<file path="config.mk">
export PLATFORM = sky130hd
export DESIGN_NAME = pdio_irq_ctrl
export DESIGN_NICKNAME = d
export VERILOG_FILES = /design/src/rtl/pdio_pkg.sv /design/src/rtl/pdio_sync.sv /design/src/rtl/pdio_port_irq.sv /design/src/rtl/pdio_irq_ctrl.sv
export SDC_FILE = /design/constraint.sdc
export NUM_CORES = 1
export LEC_CHECK = 0
export ABC_AREA = 1
export BUFFER_PORTS_ARGS = -buffer_cell sky130_fd_sc_hd__buf_2
export CAP_MARGIN = 10
export CELL_PAD_IN_SITES_DETAIL_PLACEMENT = 1
export CELL_PAD_IN_SITES_GLOBAL_PLACEMENT = 1
export CORE_ASPECT_RATIO = 0.7
export CORE_MARGIN = 2
export CORE_UTILIZATION = 47
export CTS_BUF_LIST = sky130_fd_sc_hd__clkbuf_8
export DETAILED_ROUTE_END_ITERATION = 8
export PLACE_DENSITY_LB_ADDON = 0.1
export RECOVER_POWER = 100
export SYNTH_ARGS = -nofsm -noshare
export SYNTH_HDL_FRONTEND = slang
export SYNTH_SLANG_ARGS = --single-unit
</file>
<file path="constraint.sdc">
create_clock -name clk -period 3.5 [get_ports clk]
set_clock_uncertainty 0.05 [all_clocks]
set_input_delay 0.35 -clock clk [delete_from_list [all_inputs] [get_ports clk]]
set_output_delay 0.35 -clock clk [all_outputs]
set_load 0.01 [all_outputs]
</file>
<file path="src/rtl/pdio_pkg.sv">
package pdio_pkg;
    localparam int BYTE_W   = 8;
    localparam int ADDR_W   = 4;
    localparam int NUM_PORT = 3;

    localparam logic [ADDR_W-1:0] OFS_MASTER = 4'd6;
    localparam logic [ADDR_W-1:0] OFS_PAGE   = 4'd7;
    localparam logic [ADDR_W-1:0] OFS_BANK0  = 4'd8;

    typedef enum logic [1:0] {
        PG_DATA = 2'b00,
        PG_RSV  = 2'b01,
        PG_IEN  = 2'b10,
        PG_IID  = 2'b11
    } page_e;

    typedef struct packed {
        logic                    valid;
        logic [1:0]              idx;
    } port_sel_t;

    function automatic port_sel_t sel_data(input logic [ADDR_W-1:0] a);
        port_sel_t s;
        s.valid = (a < ADDR_W'(NUM_PORT));
        s.idx   = a[1:0];
        return s;
    endfunction

    function automatic port_sel_t sel_bank(input logic [ADDR_W-1:0] a);
        port_sel_t s;
        logic [ADDR_W-1:0] rel;
        rel     = a - OFS_BANK0;
        s.valid = (a >= OFS_BANK0) && (rel < ADDR_W'(NUM_PORT));
        s.idx   = rel[1:0];
        return s;
    endfunction
endpackage

</file>
<file path="src/rtl/pdio_sync.sv">
module pdio_sync #(
    parameter int W = 8
) (
    input  logic         clk,
    input  logic         rst,
    input  logic [W-1:0] d_i,
    output logic [W-1:0] q_o
);
    logic [W-1:0] meta_q;
    logic [W-1:0] sync_q;

    always_ff @(posedge clk) begin
        if (rst) begin
            meta_q <= '0;
            sync_q <= '0;
        end else begin
            meta_q <= d_i;
            sync_q <= meta_q;
        end
    end

    assign q_o = sync_q;
endmodule

</file>
<file path="src/rtl/pdio_port_irq.sv">
module pdio_port_irq #(
    parameter int W = 8
) (
    input  logic         clk,
    input  logic         rst,
    input  logic [W-1:0] line_i,
    input  logic         en_we,
    input  logic [W-1:0] en_wdata,
    output logic [W-1:0] en_o,
    output logic [W-1:0] pend_o
);
    logic [W-1:0] prev_q;
    logic [W-1:0] en_q;
    logic [W-1:0] pend_q;
    logic [W-1:0] en_d;
    logic [W-1:0] rise;

    assign rise = line_i & ~prev_q;
    assign en_d = en_we ? en_wdata : en_q;

    always_ff @(posedge clk) begin
        if (rst) begin
            prev_q <= '0;
            en_q   <= '0;
            pend_q <= '0;
        end else begin
            prev_q <= line_i;
            en_q   <= en_d;
            pend_q <= (pend_q | (rise & en_q)) & en_d;
        end
    end

    assign en_o   = en_q;
    assign pend_o = pend_q;

    AST_PEND_NEEDS_RISE: assert property (@(posedge clk) disable iff (rst)
        1'b1 |=> ((pend_q & ~$past(pend_q) & ~$past(rise & en_q)) == '0));

    AST_CLEAR_ON_DISABLE: assert property (@(posedge clk) disable iff (rst)
        en_we |=> ((pend_q & ~$past(en_wdata)) == '0));

    AST_PEND_HOLD: assert property (@(posedge clk) disable iff (rst)
        !en_we |=> ((($past(pend_q)) & ~pend_q) == '0));
endmodule

</file>
<file path="src/rtl/pdio_irq_ctrl.sv">
module pdio_irq_ctrl
    import pdio_pkg::*;
#(
    parameter int PORT_W = 8,
    parameter int NPORT  = 3
) (
    input  logic                    clk,
    input  logic                    rst,
    input  logic [3:0]              bus_addr,
    input  logic                    bus_wr,
    input  logic [7:0]              bus_wdata,
    output logic [7:0]              bus_rdata,
    input  logic [NPORT*PORT_W-1:0] pin_i,
    output logic [NPORT*PORT_W-1:0] pin_o,
    output logic                    irq_o
);
    localparam int LINES = NPORT * PORT_W;

    page_e             page_q;
    logic [LINES-1:0]  sync_w;
    logic [LINES-1:0]  en_w;
    logic [LINES-1:0]  pend_w;
    logic [LINES-1:0]  out_q;
    logic [NPORT-1:0]  master_w;
    logic [NPORT-1:0]  en_we;
    port_sel_t         dsel;
    port_sel_t         bsel;

    assign dsel = sel_data(bus_addr);
    assign bsel = sel_bank(bus_addr);

    pdio_sync #(.W(LINES)) u_sync (
        .clk (clk),
        .rst (rst),
        .d_i (pin_i),
        .q_o (sync_w)
    );

    always_ff @(posedge clk) begin
        if (rst) begin
            page_q <= PG_DATA;
        end else if (bus_wr && bus_addr == OFS_PAGE) begin
            page_q <= page_e'(bus_wdata[7:6]);
        end
    end

    genvar gp;
    generate
        for (gp = 0; gp < NPORT; gp++) begin : g_port
            assign en_we[gp] = bus_wr && bsel.valid && (page_q == PG_IEN)
                               && (bsel.idx == 2'(gp));

            always_ff @(posedge clk) begin
                if (rst) begin
                    out_q[gp*PORT_W +: PORT_W] <= '0;
                end else if (bus_wr && dsel.valid && dsel.idx == 2'(gp)) begin
                    out_q[gp*PORT_W +: PORT_W] <= bus_wdata[PORT_W-1:0];
                end
            end

            pdio_port_irq #(.W(PORT_W)) u_port (
                .clk      (clk),
                .rst      (rst),
                .line_i   (sync_w[gp*PORT_W +: PORT_W]),
                .en_we    (en_we[gp]),
                .en_wdata (bus_wdata[PORT_W-1:0]),
                .en_o     (en_w[gp*PORT_W +: PORT_W]),
                .pend_o   (pend_w[gp*PORT_W +: PORT_W])
            );

            assign master_w[gp] = |pend_w[gp*PORT_W +: PORT_W];
        end
    endgenerate

    assign pin_o = out_q;
    assign irq_o = |master_w;

    always_comb begin
        bus_rdata = '0;
        if (dsel.valid) begin
            bus_rdata[PORT_W-1:0] = sync_w[dsel.idx*PORT_W +: PORT_W];
        end else if (bus_addr == OFS_MASTER) begin
            bus_rdata[NPORT-1:0] = master_w;
        end else if (bus_addr == OFS_PAGE) begin
            bus_rdata[7:6] = page_q;
        end else if (bsel.valid) begin
            case (page_q)
                PG_IEN:  bus_rdata[PORT_W-1:0] = en_w[bsel.idx*PORT_W +: PORT_W];
                PG_IID:  bus_rdata[PORT_W-1:0] = pend_w[bsel.idx*PORT_W +: PORT_W];
                default: bus_rdata = '0;
            endcase
        end
    end

    AST_IRQ_LEVEL_HOLD: assert property (@(posedge clk) disable iff (rst)
        (irq_o && en_we == '0) |=> irq_o);

    AST_IID_PAGE_NO_WRITE: assert property (@(posedge clk) disable iff (rst)
        (bus_wr && bsel.valid && page_q != PG_IEN) |=> (en_w == $past(en_w)));

    AST_MASTER_UPPER_ZERO: assert property (@(posedge clk) disable iff (rst)
        (bus_addr == OFS_MASTER) |-> (bus_rdata[7:NPORT] == '0));

    AST_IRQ_NEEDS_ENABLE: assert property (@(posedge clk) disable iff (rst)
        irq_o |-> (en_w != '0));
endmodule

</file>
==> impl_metrics.ini, run 1 <==
[yosys]
syn-num-nets = 811
post_synth_inst_count = 772
ys.warnings.count = 0
ys_seq_area_frac = 0.5098
synth-seq-cells = 146
synthDistinctLibCells = 27
post_synth_instance_area_mm2 = 0.005733
synth_area_per_cell_um2 = 7.426

[timing]
final_hold_viol_count = 0
tns_ns = 0
hold_ws_ns = 0.03086
slew_viol_final = 97
fin_crit_ns = 2.942
period_share = 0.8406
fin_ws_ns = 0.5579
rsz0062_at_grt = no
tightest_slew_ns = 1.903
setup_viol = 0
maxSlewHeadroom = -0.2686
fmax_ghz = 0.3399

[clock_tree]
cts_buffers = 17
clock_tree.buffer_depth = 2
ctsResizeCount = 0
cts.clk_slew.worst_paths_ns = 0.09
cts_hold_buf = 0
cts_setup_buffers = 0
cts.sinks = 146
h-tree-depth = 4
insertion_delay_ns = 0.46
cts_tree = done
clock-root-buffer = clkbuf_8

[route]
drt-vias-per-instance = 5.139
dr.first_iter.drc_count = 309
remaining_drc_errors = 0
drt-pass1-iter-count = 5
wl_per_cell_um = 17.23
drt-total-wl_mm = 17.33
ant_nets = 0
vias = 5170

[placement]
dp_slack_ns = 1.085
dp_hpwl_mm = 12.35
gp_congestion = 0.8926
numPortBuffers = 71

[setup_path]
end_kind = primary output
r2r_start = page_q[1]
reg2reg_depth = 6
crit_end = bus_rdata[7]
critPathLaunchType = register
worstReg2RegEnd = g_port[0].u_port.pend_o[0]
path_class = register to primary output
cp_max_fo = 16
regToRegSetupSlack_ns = 1.15
startpoint = page_q[1]
crit_required_ns = 3.10
critPathArrivalTime_ns = 2.54

[floorplanning]
start_util = 0.4855
die_area_mm2 = 0.01311
die_h_um = 96.41
row_count = 33
io_pins = 72
die_w_um = 136.0
coreArea_mm2 = 0.01181

[power_and_ir_drop]
power_density_mw_per_mm2 = 499.4
ir_drop_mv = 0.2661
leakagePower_nw = 2.972

[grt]
overflow = 0
grt_pass1_vias = 5126
track_usage = 0.2775
grt_pass1_wl_mm = 27.12
antenna_found_initial = 0
grt_max_degree = 97

[outcome]
violations = capacitance limit, slew limit
status = complete, but fails checks

[cells_and_area]
nNetsFinal = 876
most-common-layout-cells = inv_1 (183), nor2_1 (162), dfxtp_1 (146)
drive_above_1_share = 0.1001
num_antenna_cells = 0
area_delta_synth_final_pct = 13.25
layout_commonest_cell = inv_1

[flow_run]
maxCapViolCount = 1

[hold_path]
hold_class = input port to register
==> routing by layer <==
layer | share of wire | routed length (um) | vias to the layer above | GRT usage
li1 | - | - | 2495 | -
met1 | 0.48 | 8285 | 2503 | 0.3807
met2 | 0.45 | 7822 | 151 | 0.4443
met3 | 0.058 | 1003 | 21 | 0.05634
met4 | 0.013 | 218 | 0 | 0.08420
met5 | 0 | 0 | - | 0
==> per-stage QoR <==
step / utilization / total power, W / instance area (um2) / cells
floorplan: - / 0.001849 / 5733 / 772
global placement: 0.5210 / 0.001913 / 6152 / 975
finish: 0.5498 / 0.003242 / 6492 / 1006
global route: 0.5498 / 0.003362 / 6492 / 1006
CTS: 0.5547 / 0.003253 / 6550 / 1006
detailed placement: 0.5210 / 0.001920 / 6152 / 975
==> registers in the layout, summed over array words and instances (netlist names) <==
| register | cells |
|---|---|
| g_port.u_port.prev_q | 24 |
| g_port.u_port.en_o | 24 |
| g_port.u_port.pend_o | 24 |
| pin_o | 24 |
| page_q | 2 |
| u_sync.meta_q | 24 |
| u_sync.q_o | 24 |
==> synth_stat cells (all sizes together) <==
master | count | area share
a21oi | 41 | 0.036
clkinv | 2 | 0.0013
o22ai | 8 | 0.0087
nor3 | 3 | 0.0026
nand4 | 9 | 0.011
clkbuf | 10 | 0.0065
nor2 | 164 | 0.11
nand3 | 65 | 0.062
dfxtp | 146 | 0.51
o211ai | 9 | 0.012
o21ai | 27 | 0.024
buf | 18 | 0.021
inv | 188 | 0.12
nand2 | 58 | 0.041
o31ai | 24 | 0.031
==> layout make-up <==
| type | instances | area, um2 |
|---|---|---|
| sequential | 146 | 2923 |
| inverter | 190 | 715.7 |
| timing repair buffer | 74 | 334.1 |
| clock buffer | 18 | 247.7 |
| clock inverter | 13 | 150.1 |
| multi-input combinational | 408 | 1926 |
| tap | 157 | 196.4 |
| fill | 1581 | 5316 |
==> worst max-delay path, stage by stage (launching register included) <==
cell and delay [ns]:
dfxtp_1 0.35, nand2_1 0.43, clkinv_1 0.44, nor2_1 0.25, nor2_1 0.08, nor2_1 0.11
nand2_1 0.05, nand2_1 0.05, nand2_1 0.06, nand2_1 0.07, clkbuf_1 0.18
==> how the worst min path moves through the flow <==
stage,start,endpoint,slack [ns],cells past startpoint
after detailed placement,u_sync.meta_q[23],u_sync.q_o[23],0.35,2
after CTS,pin_i[20],u_sync.meta_q[20],0.02,3
after global placement,u_sync.meta_q[1],u_sync.q_o[1],0.34,2
final,pin_i[20],u_sync.meta_q[20],0.03,3
after floorplan,u_sync.meta_q[0],u_sync.q_o[0],0.34,2
after global routing,pin_i[18],u_sync.meta_q[18],0.02,3
==> cells by family after synthesis <==
kind of cell	synth area share
compound gates	0.1113
buf+inv	0.1519
flops	0.5098
simple gates	0.2270
==> where the power goes <==
part	internal, W	switching [W]	total (W)
Sequential	0.00170	0.0000112	0.00171
Combinational	0.0000474	0.000125	0.000173
Clock	0.000662	0.000700	0.00136
Total	0.00241	0.000836	0.00324
Power figures use the tool's default switching activity.
==> run 2, diff against run 1 <==
--- a/config.mk
+++ b/config.mk
@@ -5,14 +5,14 @@
 export SDC_FILE = /design/constraint.sdc
 export NUM_CORES = 1
 export LEC_CHECK = 0
-export ABC_AREA = 1
+export ABC_AREA = 0
 export BUFFER_PORTS_ARGS = -buffer_cell sky130_fd_sc_hd__buf_2
 export CAP_MARGIN = 10
 export CELL_PAD_IN_SITES_DETAIL_PLACEMENT = 1
 export CELL_PAD_IN_SITES_GLOBAL_PLACEMENT = 1
 export CORE_ASPECT_RATIO = 0.7
 export CORE_MARGIN = 2
-export CORE_UTILIZATION = 47
+export CORE_UTILIZATION = 41
 export CTS_BUF_LIST = sky130_fd_sc_hd__clkbuf_8
 export DETAILED_ROUTE_END_ITERATION = 8
 export PLACE_DENSITY_LB_ADDON = 0.1
==> constraint.sdc (replaced) <==
create_clock -name clk -period 2.7 [get_ports clk]
set_clock_uncertainty 0.05 [all_clocks]
set_input_delay 0.27 -clock clk [delete_from_list [all_inputs] [get_ports clk]]
set_output_delay 0.27 -clock clk [all_outputs]
set_load 0.01 [all_outputs]
==> run 2 against run 1 <==
Effect of this change: the run still ends with capacitance limit, slew limit left; clock power rose by 37%; global-route usage fell by 4.0 points; via count fell by 5.4%; sequential share of layout area fell by 2.7 points; critical endpoint is now bus_rdata[2]; sequential power rose by 30%; design area rose by 6.4%; largest cell class unchanged; critical path type unchanged.
==> impl_metrics.ini, run 2 <==
[outcome]
status = complete, but fails checks
violations = capacitance limit, slew limit

[floorplanning]
row_count = 36
start_util = 0.4177
die_w_um = 146.1
coreArea_mm2 = 0.01387
io_pins = 72
die_h_um = 103.5
die_area_mm2 = 0.01511

[yosys]
synth.area.mux_share = 0.08465
synth-compound-area-share = 0.1233
post_synth_inst_count = 634
synth_fa_ha_area_frac = 0
yosysTopAreaCell = dfxtp_1
synth-seq-cells = 146
post_synth_instance_area_mm2 = 0.005794
async_reset_ff_frac = 0
ys_top_cells_by_area = dfxtp_1 (50%), mux2i_1 (8.5%), nor2b_1 (8.3%)
synthSimpleGateAreaFrac = 0.2328
synth_area_per_cell_um2 = 9.139
synth_top_family_by_area = simple AND/OR/NAND/NOR gates
syn-num-nets = 673
synthDistinctLibCells = 47
ys_seq_area_frac = 0.5044
synth_ff_type = dfxtp_1
synth_top_cells_by_count = dfxtp_1 (146), nor2b_1 (77), nand2_1 (73)
synth-edff-count = 0
synth.most_common_cell = dfxtp_1
synth_top_area_share = 0.5044
ys.warnings.count = 0
synth_xor_area_frac = 0

[timing]
setup_viol = 0
slew_viol_final = 49
period_share = 0.9287
final_hold_viol_count = 0
tightest_slew_ns = 2.195
fin_crit_ns = 2.508
maxSlewHeadroom = -0.4631
tns_ns = 0
rsz0062_at_grt = no
fmax_ghz = 0.3988

[power_and_ir_drop]
leakagePower_nw = 2.713
ir_drop_mv = 0.4563
power_density_mw_per_mm2 = 630.1

[route]
drt-pass1-iter-count = 4
drt-total-wl_mm = 17.29
dr.first_iter.drc_count = 335
remaining_drc_errors = 0
drt-vias-per-instance = 5.308
vias = 4889
ant_nets = 0
wl_per_cell_um = 18.77

[clock_tree]
cts.sinks = 146
cts_setup_buffers = 0
insertion_delay_ns = 0.45
clock-root-buffer = clkbuf_8
h-tree-depth = 4
cts_tree = done
clock_tree.buffer_depth = 2
cts.clk_slew.worst_paths_ns = 0.09
cts_buffers = 17

[cells_and_area]
fillers = 1669
register_area_mm2 = 0.002925
area_delta_synth_final_pct = 19.26
fin_area_mm2 = 0.006910
layout.cells.non_filler = 921
nNetsFinal = 757
multi_input_area_mm2 = 0.002502
drive_above_1_share = 0.1327
layout_commonest_cell = dfxtp_1
most-common-layout-cells = dfxtp_1 (144), nor2b_1 (77), nand2_1 (73)
post-route-util = 0.4981
num_antenna_cells = 0

[placement]
numPortBuffers = 71
place_area_mm2 = 0.006339
dpl.cell_count = 866
dp_hpwl_mm = 12.37
gp_congestion = 0.9376

[setup_path]
critPathArrivalTime_ns = 2.19
path_class = register to primary output
end_kind = primary output
crit_required_ns = 2.38
r2r_start = page_q[0]
reg2reg_depth = 4
regToRegSetupSlack_ns = 0.38
worstReg2RegEnd = g_port[1].u_port.pend_o[2]
cp_max_fo = 19
critPathLaunchType = register

[grt]
overflow = 0
track_usage = 0.2373
grt_pass1_wl_mm = 27.12
grt_pass1_vias = 4893
grt_max_degree = 53
antenna_found_initial = 0

[hold_path]
hold_path_depth = 2
min-delay-start = pin_i[3]
hold_class = input port to register
min_to = u_sync.meta_q[3]

[flow_run]
maxCapViolCount = 1
[run 2: changes by cell type after synthesis, moves of 6 or more]
| cell | change |
|---|---|
| a21oi_1 | +23 |
| clkbuf_1 | +16 |
| inv_1 | -154 |
| mux2i_1 | +49 |
| nand2_1 | +21 |
| nand3_1 | -59 |
| nor2_1 | -110 |
| nor2b_1 | +77 |
| nor4_1 | +14 |
| o211ai_1 | -9 |
| o21ai_0 | -12 |
| o31ai_1 | -24 |
| or4_1 | +6 |
[run 2: final cells by class]
class / count / area share
inverter: 31 / 0.01720
clock buffer: 17 / 0.03386
tap: 190 / 0.03440
sequential: 146 / 0.4233
timing repair buffer: 107 / 0.1005
multi-input combinational: 415 / 0.3621
clock inverter: 15 / 0.02861
[run 2: worst max-delay path by stage]
stage | from | to | slack (ns) | cells after the start
final | page_q[1] | bus_rdata[2] | 0.19 | 6
after global routing | page_q[1] | bus_rdata[2] | 0.06 | 6
after CTS | page_q[1] | bus_rdata[2] | 0.06 | 6
after detailed placement | bus_addr[0] | bus_rdata[6] | 0.40 | 6
after global placement | bus_addr[0] | bus_rdata[1] | 0.47 | 6
after floorplan | page_q[1] | bus_rdata[7] | 0.86 | 5
[run 2: metrics by stage]
stage	setup WS [ns]	power [W]	hold slack [ns]
after floorplan	0.8586	0.002411	0.3482
final	0.1924	0.004354	0.01211
after detailed placement	0.4032	0.002515	0.3768
after global placement	0.4737	0.002507	0.3752
after CTS	0.06228	0.004412	0.01084
after global routing	0.05688	0.004539	0.02223
[run 2: critical path, stage by stage (launching register included)]
cell	delay, ns
dfxtp_2	0.47
and2_0	0.23
buf_12	0.19
mux2i_1	0.24
o22ai_1	0.12
a221o_1	0.37
clkbuf_1	0.13
[run 2: logic make-up (layout without fill, tap and decap cells)]
kind of cell,count (synthesis),count (layout)
DFF,146,146
muxes,49,49
AOI/OAI and AO/OA,115,115
and+or+nand+nor,251,251
buffers and inverters,73,170
[run 2: per-layer routing]
metal  GRT usage  up-vias  share of wire  wire length [um]
met2      0.3683      148           0.44              7598
li1            -     2312              -                 -
met5           0        -              0                 0
met1      0.3244     2410           0.48              8245
met4     0.08290        0          0.018               308
met3     0.06228       19          0.066              1139
[run 2: report_power, final]
part / switching [W] / total (W) / internal (W)
sequential: 0.0000249 / 0.00222 / 0.00220
combinational: 0.000152 / 0.000262 / 0.000110
clock: 0.000922 / 0.00187 / 0.000945
total: 0.00110 / 0.00435 / 0.00325
[run 2: timing repair]
action                                  in CTS  in global routing
hold buffers                                23                  0
endpoints found under the setup margin       0                  4
hold endpoints to repair                    23                  0
gates resized for setup                      0                  2
